--- src/rtl/spi_ctl_pkg.sv ---
package spi_ctl_pkg;
  typedef enum logic [2:0] {
    ST_IDLE,
    ST_ADDR,
    ST_WRITE,
    ST_READ,
    ST_SKIP
  } spi_st_e;
endpackage

--- src/rtl/spi_ctl_sync.sv ---
module spi_ctl_sync #(
  parameter int STAGES = 2
) (
  input  logic clk_i,
  input  logic rst_ni,
  input  logic sck_i,
  input  logic cs_ni,
  input  logic sdi_i,
  output logic sck_rise_o,
  output logic cs_high_o,
  output logic cs_rise_o,
  output logic sdi_o
);
  localparam int MSB = STAGES - 1;

  logic [MSB:0] sck_q, cs_q, sdi_q;
  logic         sck_d, cs_d;

  always_ff @(posedge clk_i or negedge rst_ni) begin
    if (!rst_ni) begin
      sck_q <= '0;
      cs_q  <= '1;
      sdi_q <= '0;
      sck_d <= 1'b0;
      cs_d  <= 1'b1;
    end else begin
      sck_q <= {sck_q[MSB-1:0], sck_i};
      cs_q  <= {cs_q[MSB-1:0], cs_ni};
      sdi_q <= {sdi_q[MSB-1:0], sdi_i};
      sck_d <= sck_q[MSB];
      cs_d  <= cs_q[MSB];
    end
  end

  assign sck_rise_o = sck_q[MSB] & ~sck_d;
  assign cs_high_o  = cs_q[MSB];
  assign cs_rise_o  = cs_q[MSB] & ~cs_d;
  assign sdi_o      = sdi_q[MSB];
endmodule

--- src/rtl/spi_ctl_engine.sv ---
module spi_ctl_engine
  import spi_ctl_pkg::*;
#(
  parameter int                DATA_W   = 8,
  parameter int                ADDR_W   = 7,
  parameter logic [ADDR_W-1:0] DEV_ADDR = 7'h2A
) (
  input  logic              clk_i,
  input  logic              rst_ni,
  input  logic              sck_rise_i,
  input  logic              cs_high_i,
  input  logic              sdi_i,
  input  logic [DATA_W-1:0] rd_data_i,
  input  logic              rd_avail_i,
  output logic [DATA_W-1:0] wr_data_o,
  output logic              wr_valid_o,
  output logic              rd_pop_o,
  output logic              sdo_o,
  output logic              sdo_oe_o,
  output logic              in_read_o,
  output logic              rel_o
);
  localparam int              CNT_W = $clog2(DATA_W);
  localparam logic [CNT_W-1:0] LAST = CNT_W'(DATA_W - 1);
  localparam logic [CNT_W-1:0] PENULT = CNT_W'(DATA_W - 2);

  spi_st_e           st_q;
  logic [CNT_W-1:0]  cnt_q;
  logic [DATA_W-1:0] rx_q, tx_q, rx_byte;
  logic              drained_q, load_ok;

  assign rx_byte = {rx_q[DATA_W-2:0], sdi_i};
  assign load_ok = rd_avail_i & ~drained_q;

  always_ff @(posedge clk_i or negedge rst_ni) begin
    if (!rst_ni) begin
      st_q       <= ST_IDLE;
      cnt_q      <= '0;
      rx_q       <= '0;
      tx_q       <= '0;
      drained_q  <= 1'b0;
      wr_data_o  <= '0;
      wr_valid_o <= 1'b0;
      rd_pop_o   <= 1'b0;
      rel_o      <= 1'b0;
    end else begin
      wr_valid_o <= 1'b0;
      rd_pop_o   <= 1'b0;
      rel_o      <= 1'b0;
      if (cs_high_i) begin
        st_q      <= ST_IDLE;
        cnt_q     <= '0;
        drained_q <= 1'b0;
      end else if (st_q == ST_IDLE) begin
        st_q  <= ST_ADDR;
        cnt_q <= '0;
      end else if (sck_rise_i) begin
        rx_q  <= rx_byte;
        cnt_q <= (cnt_q == LAST) ? '0 : cnt_q + 1'b1;
        // release decision on the second-to-last bit
        if (st_q == ST_READ && cnt_q == PENULT && !rd_avail_i && !drained_q) begin
          rel_o     <= 1'b1;
          drained_q <= 1'b1;
        end
        if (cnt_q == LAST) begin
          tx_q <= '0;
          unique case (st_q)
            ST_ADDR: begin
              if (rx_byte[DATA_W-1 -: ADDR_W] != DEV_ADDR) st_q <= ST_SKIP;
              else if (!rx_byte[0]) st_q <= ST_WRITE;
              else begin
                st_q     <= ST_READ;
                tx_q     <= load_ok ? rd_data_i : '0;
                rd_pop_o <= load_ok;
              end
            end
            ST_WRITE: begin
              wr_data_o  <= rx_byte;
              wr_valid_o <= 1'b1;
            end
            ST_READ: begin
              tx_q     <= load_ok ? rd_data_i : '0;
              rd_pop_o <= load_ok;
            end
            default: ;
          endcase
        end else if (st_q == ST_READ) begin
          tx_q <= {tx_q[DATA_W-2:0], 1'b0};
        end
      end
    end
  end

  assign sdo_o     = tx_q[DATA_W-1];
  assign sdo_oe_o  = (st_q == ST_READ);
  assign in_read_o = (st_q == ST_READ);
endmodule

--- src/rtl/spi_ctl_irq.sv ---
module spi_ctl_irq (
  input  logic clk_i,
  input  logic rst_ni,
  input  logic sck_rise_i,
  input  logic cs_rise_i,
  input  logic rel_i,
  input  logic in_read_i,
  input  logic rd_avail_i,
  output logic irq_pull_o
);
  logic hold_q;

  always_ff @(posedge clk_i or negedge rst_ni) begin
    if (!rst_ni) begin
      irq_pull_o <= 1'b0;
      hold_q     <= 1'b0;
    end else if (rel_i) begin
      irq_pull_o <= 1'b0;
      hold_q     <= 1'b1;
    end else if (hold_q) begin
      if (sck_rise_i || cs_rise_i) hold_q <= 1'b0;
    end else if (in_read_i) begin
      // inside a read only the release rule may let the line go
      irq_pull_o <= irq_pull_o | rd_avail_i;
    end else begin
      irq_pull_o <= rd_avail_i;
    end
  end
endmodule

--- src/rtl/spi_ctl_port.sv ---
module spi_ctl_port #(
  parameter int                DATA_W   = 8,
  parameter int                ADDR_W   = 7,
  parameter int                STAGES   = 2,
  parameter logic [ADDR_W-1:0] DEV_ADDR = 7'h2A
) (
  input  logic              clk_i,
  input  logic              rst_ni,
  input  logic              sck_i,
  input  logic              cs_ni,
  input  logic              sdi_i,
  output logic              sdo_o,
  output logic              sdo_oe_o,
  output logic              irq_pull_o,
  output logic [DATA_W-1:0] wr_data_o,
  output logic              wr_valid_o,
  input  logic [DATA_W-1:0] rd_data_i,
  input  logic              rd_avail_i,
  output logic              rd_pop_o
);
  logic sck_rise, cs_high, cs_rise, sdi_s, in_read, rel;

  spi_ctl_sync #(.STAGES(STAGES)) u_sync (
    .clk_i, .rst_ni, .sck_i, .cs_ni, .sdi_i,
    .sck_rise_o(sck_rise), .cs_high_o(cs_high), .cs_rise_o(cs_rise), .sdi_o(sdi_s)
  );

  spi_ctl_engine #(.DATA_W(DATA_W), .ADDR_W(ADDR_W), .DEV_ADDR(DEV_ADDR)) u_engine (
    .clk_i, .rst_ni,
    .sck_rise_i(sck_rise), .cs_high_i(cs_high), .sdi_i(sdi_s),
    .rd_data_i, .rd_avail_i,
    .wr_data_o, .wr_valid_o, .rd_pop_o, .sdo_o, .sdo_oe_o,
    .in_read_o(in_read), .rel_o(rel)
  );

  spi_ctl_irq u_irq (
    .clk_i, .rst_ni,
    .sck_rise_i(sck_rise), .cs_rise_i(cs_rise), .rel_i(rel),
    .in_read_i(in_read), .rd_avail_i, .irq_pull_o
  );
endmodule

--- config.mk ---
export PLATFORM = sky130hd
export DESIGN_NAME = spi_ctl_port
export DESIGN_NICKNAME = d
export VERILOG_FILES = /design/src/rtl/spi_ctl_pkg.sv /design/src/rtl/spi_ctl_sync.sv /design/src/rtl/spi_ctl_engine.sv /design/src/rtl/spi_ctl_irq.sv /design/src/rtl/spi_ctl_port.sv
export SDC_FILE = /design/constraint.sdc
export NUM_CORES = 1
export LEC_CHECK = 0
export BUFFER_PORTS_ARGS = -buffer_cell sky130_fd_sc_hd__buf_2
export CELL_PAD_IN_SITES_DETAIL_PLACEMENT = 0
export CELL_PAD_IN_SITES_GLOBAL_PLACEMENT = 1
export CORE_MARGIN = 5
export CORE_UTILIZATION = 40
export CTS_BUF_LIST = sky130_fd_sc_hd__clkbuf_16
export DETAILED_ROUTE_END_ITERATION = 10
export HOLD_SLACK_MARGIN = 0.02
export PLACE_DENSITY = 0.72
export SLEW_MARGIN = 20
export SYNTH_ARGS = -nofsm -noshare
export SYNTH_HDL_FRONTEND = slang
export SYNTH_SLANG_ARGS = --single-unit
export TNS_END_PERCENT = 30
--- constraint.sdc ---
create_clock -name clk_i -period 1.7 [get_ports clk_i]
set_input_delay 0.255 -clock clk_i [delete_from_list [all_inputs] [get_ports clk_i]]
set_output_delay 0.255 -clock clk_i [all_outputs]
set_load 0.05 [all_outputs]
==> results.cfg <==
[floorplanning]
die_area_sq_um = 6150
die_h_um = 78.4
coreArea_sq_um = 4440
rows = 24
initial_core_util_pct = 42.1
die_x_um = 78.4
ios = 27

[global_route]
met3_usage_pct = 4.69
antenna_found_initial = 0
grt-ovfl-total = 0
grt_pass1_wl_um = 6460
grt_util_met2_pct = 21.0
grt_pass1_vias = 1375
grtUsageMet1_pct = 16.7
grt_max_degree = 44
grt_busiest_layer = met2
grt_usage_pct = 13.5

[critical_path]
worstPathMaxFanout = 4
required_ns = 1.87
r2r-start = u_engine.cnt_q[1]
regToRegSetupSlack_ns = -0.02
ff2ff_path_depth = 5
critPathCaptureType = flip-flop
criticalPathCategory = reg -> reg
reg2reg_to = u_engine.wr_data_o[7]
worstPathArrival_ns = 1.89
worstSetupStartpoint = u_engine.cnt_q[1]
start_kind = flip-flop

[timing]
max_freq_mhz = 580
tns_ns = -0.0240
slew_headroom_pct = 76.2
setup_violations = 1
rsz0062_at_grt = true
hold_viol = 0
fin_skew_ns = 0.00311
fin_ws_ns = -0.0240
fin_crit_ns = 1.72
drv_slew = 0
fin_crit_sh_pct = 101
tightest_slew_ns = 0.354

[worst_hold_path]
whs_path_depth = 1
hold_class = in -> reg
hold_start = cs_ni
worstHoldEndpoint = u_sync.cs_q[0]

[cells_and_area]
drive_above_1_share_pct = 41.0
final_area_sq_um = 2450
syn2layout_area_growth_pct = 30.8
post-route-util_pct = 55.1
antenna-diode-count = 0
n_fill_cell = 379
nNetsFinal = 216

[cts]
path_clk_slew_ns = 0.06
cts.sinks = 43
htreeDepth = 2
clk_latency_ns = 0.28
cts-root-buf = clkbuf_16
numCtsBuffers = 5
cts_buffer_depth = 2
cts_tree = done

[pwr]
internal_power_mw = 1.88
pwr-share-clk_pct = 44.5
finalPower_mw = 2.41
seqPwrFrac_pct = 47.5
switching_power_uw = 522
swShare_pct = 21.7
power_frac_comb_pct = 8.0
total_leakage_power_nw = 1.16
powerDensity_nw_per_um2 = 982
ir_worst_vdd_uv = 561

[synth]
synth.distinct_cells = 35
ys_top_cells_by_area = dfrtp_1 53%, mux2_2 7.2%, a221oi_2 5.6%
syn-cell-area_sq_um = 1870
synth.most_common_cell = dfrtp_1
synth_top_area_share_pct = 53.4
synthTopCellsByCount = 40 x dfrtp_1, 15 x nor2_1, 13 x a21oi_1
ys.flop_type = dfrtp_1
yosys_register_bits = 43
synth_top_area_cell = dfrtp_1
syn_nets = 172
seq_area_frac_synth_pct = 57.6
synth-edff-count = 0
synthCells = 155
ys_warn_count = 0
async_flop_share_pct = 100
synth_area_per_cell_sq_um = 12.1

[routing]
avgViaCountPerCell = 5.30
drc = 0
wl_um = 3860
wl_per_cell_um = 15.3
drtIter0Drc = 69
vias = 1336
drtAntennaViolNets = 0
drt_first_pass_iters = 4

[placement]
port_buffers = 26
dp_hpwl_um = 2460
place_congestion = 0.776
dpl-instance-area_sq_um = 2150
dp_slack_ns = -0.101

[outcome]
status = complete, but fails checks
violations = setup timing

[job]
cap_violations = 0
flip-flops by register name, summed over array words and instances (netlist names):
name and flops:
u_engine.wr_data_o 8, u_engine.drained_q 1, u_engine.cnt_q 3, u_engine.wr_valid_o 1, u_sync.sck_d 1, u_sync.sck_q 2
u_sync.cs_d 1, u_engine.st_q 3, u_engine.rx_q 7, u_sync.sdi_q 2, u_engine.rel_o 1, u_engine.rd_pop_o 1
u_engine.tx_q 8, u_irq.irq_pull_o 1, u_sync.cs_q 2, u_irq.hold_q 1
worst max-delay path by stage:
stage / to / slack (ns)
after floorplan: u_engine.tx_q[1] / 0.005
after global placement: u_engine.wr_data_o[1] / -0.04
after detailed placement: u_engine.wr_data_o[5] / -0.10
after CTS: sdo_oe_o / 0.0002
after global routing: u_engine.wr_data_o[7] / -0.07
final: u_engine.wr_data_o[7] / -0.02
timing repair:
| action | 4_1_cts | 5_1_grt |
|---|---|---|
| setup endpoints to repair | 9 | 17 |
| resized for setup | 5 | 12 |
| buffers inserted | 1 | 2 |
| pin swaps | 3 | 4 |
| gates cloned | 2 | 0 |
| endpoints found under the hold margin | 40 | 0 |
| hold buffers | 1 | 0 |
layout make-up:
class / instances / area (sq um) / share of cell area, %
clock inverters: 3 / 42.5 / 1.74
flip-flops and latches: 43 / 1080 / 44.1
clock buffers: 5 / 125 / 5.11
inverters: 12 / 45.0 / 1.84
repair buffers: 41 / 293 / 12.0
well taps: 52 / 65.1 / 2.66
multi-input cells: 96 / 800 / 32.6
power groups by stage:
stage	Combinational (mW)	Sequential (mW)	Clock (mW)
4_1_cts	0.192	1.14	1.09
5_1_grt	0.216	1.15	1.14
3_5_place_dp	0.186	1.16	0
3_3_place_gp	0.179	1.16	0
6_report	0.193	1.14	1.07
2_1_floorplan	0.0880	1.16	0
routing by layer:
metal | share of wire [%] | vias to the layer above
met4 | 2.3 | 0
met1 | 46 | 661
met5 | 0 | -
met2 | 46 | 30
met3 | 4.8 | 8
li1 | - | 637
critical path, cell delays in order (launching register included):
cell and delay [ns]:
dfrtp_1 0.40, ha_4 0.17, ha_4 0.16, nor4bb_4 0.33, nand3_2 0.21, mux2_4 0.34
stage by stage:
step	std cells	hold slack, ns
2_1_floorplan	155	-0.0406
3_3_place_gp	238	0.243
3_5_place_dp	238	0.248
4_1_cts	250	0.0619
5_1_grt	252	0.0556
6_report	252	0.0676
placed cells by master (no fill, tap or decap), types with 2 or more instances in the layout:
master     count
dfstp_2        3
mux2_2        11
a21oi_1       13
dfrtp_1       40
ha_4           2
mux2_1         3
buf_12         3
nor2_1        15
nand2_2        2
inv_1         12
nand2b_1       3
o21ai_0        2
buf_6          2
nor3_1         8
buf_2         25
a221oi_2       6
clkbuf_16      5
nor3b_2        2
buf_4         10
nand2_1        8
logic make-up (layout without fill, tap and decap cells):
| kind of cell | count (synthesis) | count (layout) | share of synthesized area (%) |
|---|---|---|---|
| simple gates | 48 | 50 | 14.4 |
| mux | 15 | 15 | 9.02 |
| flops | 43 | 43 | 57.6 |
| compound gates | 28 | 28 | 12.4 |
| fa+ha+maj | 3 | 3 | 2.00 |
| buf+inv | 18 | 61 | 4.54 |
Note: power is estimated with default switching activity, not from simulation.
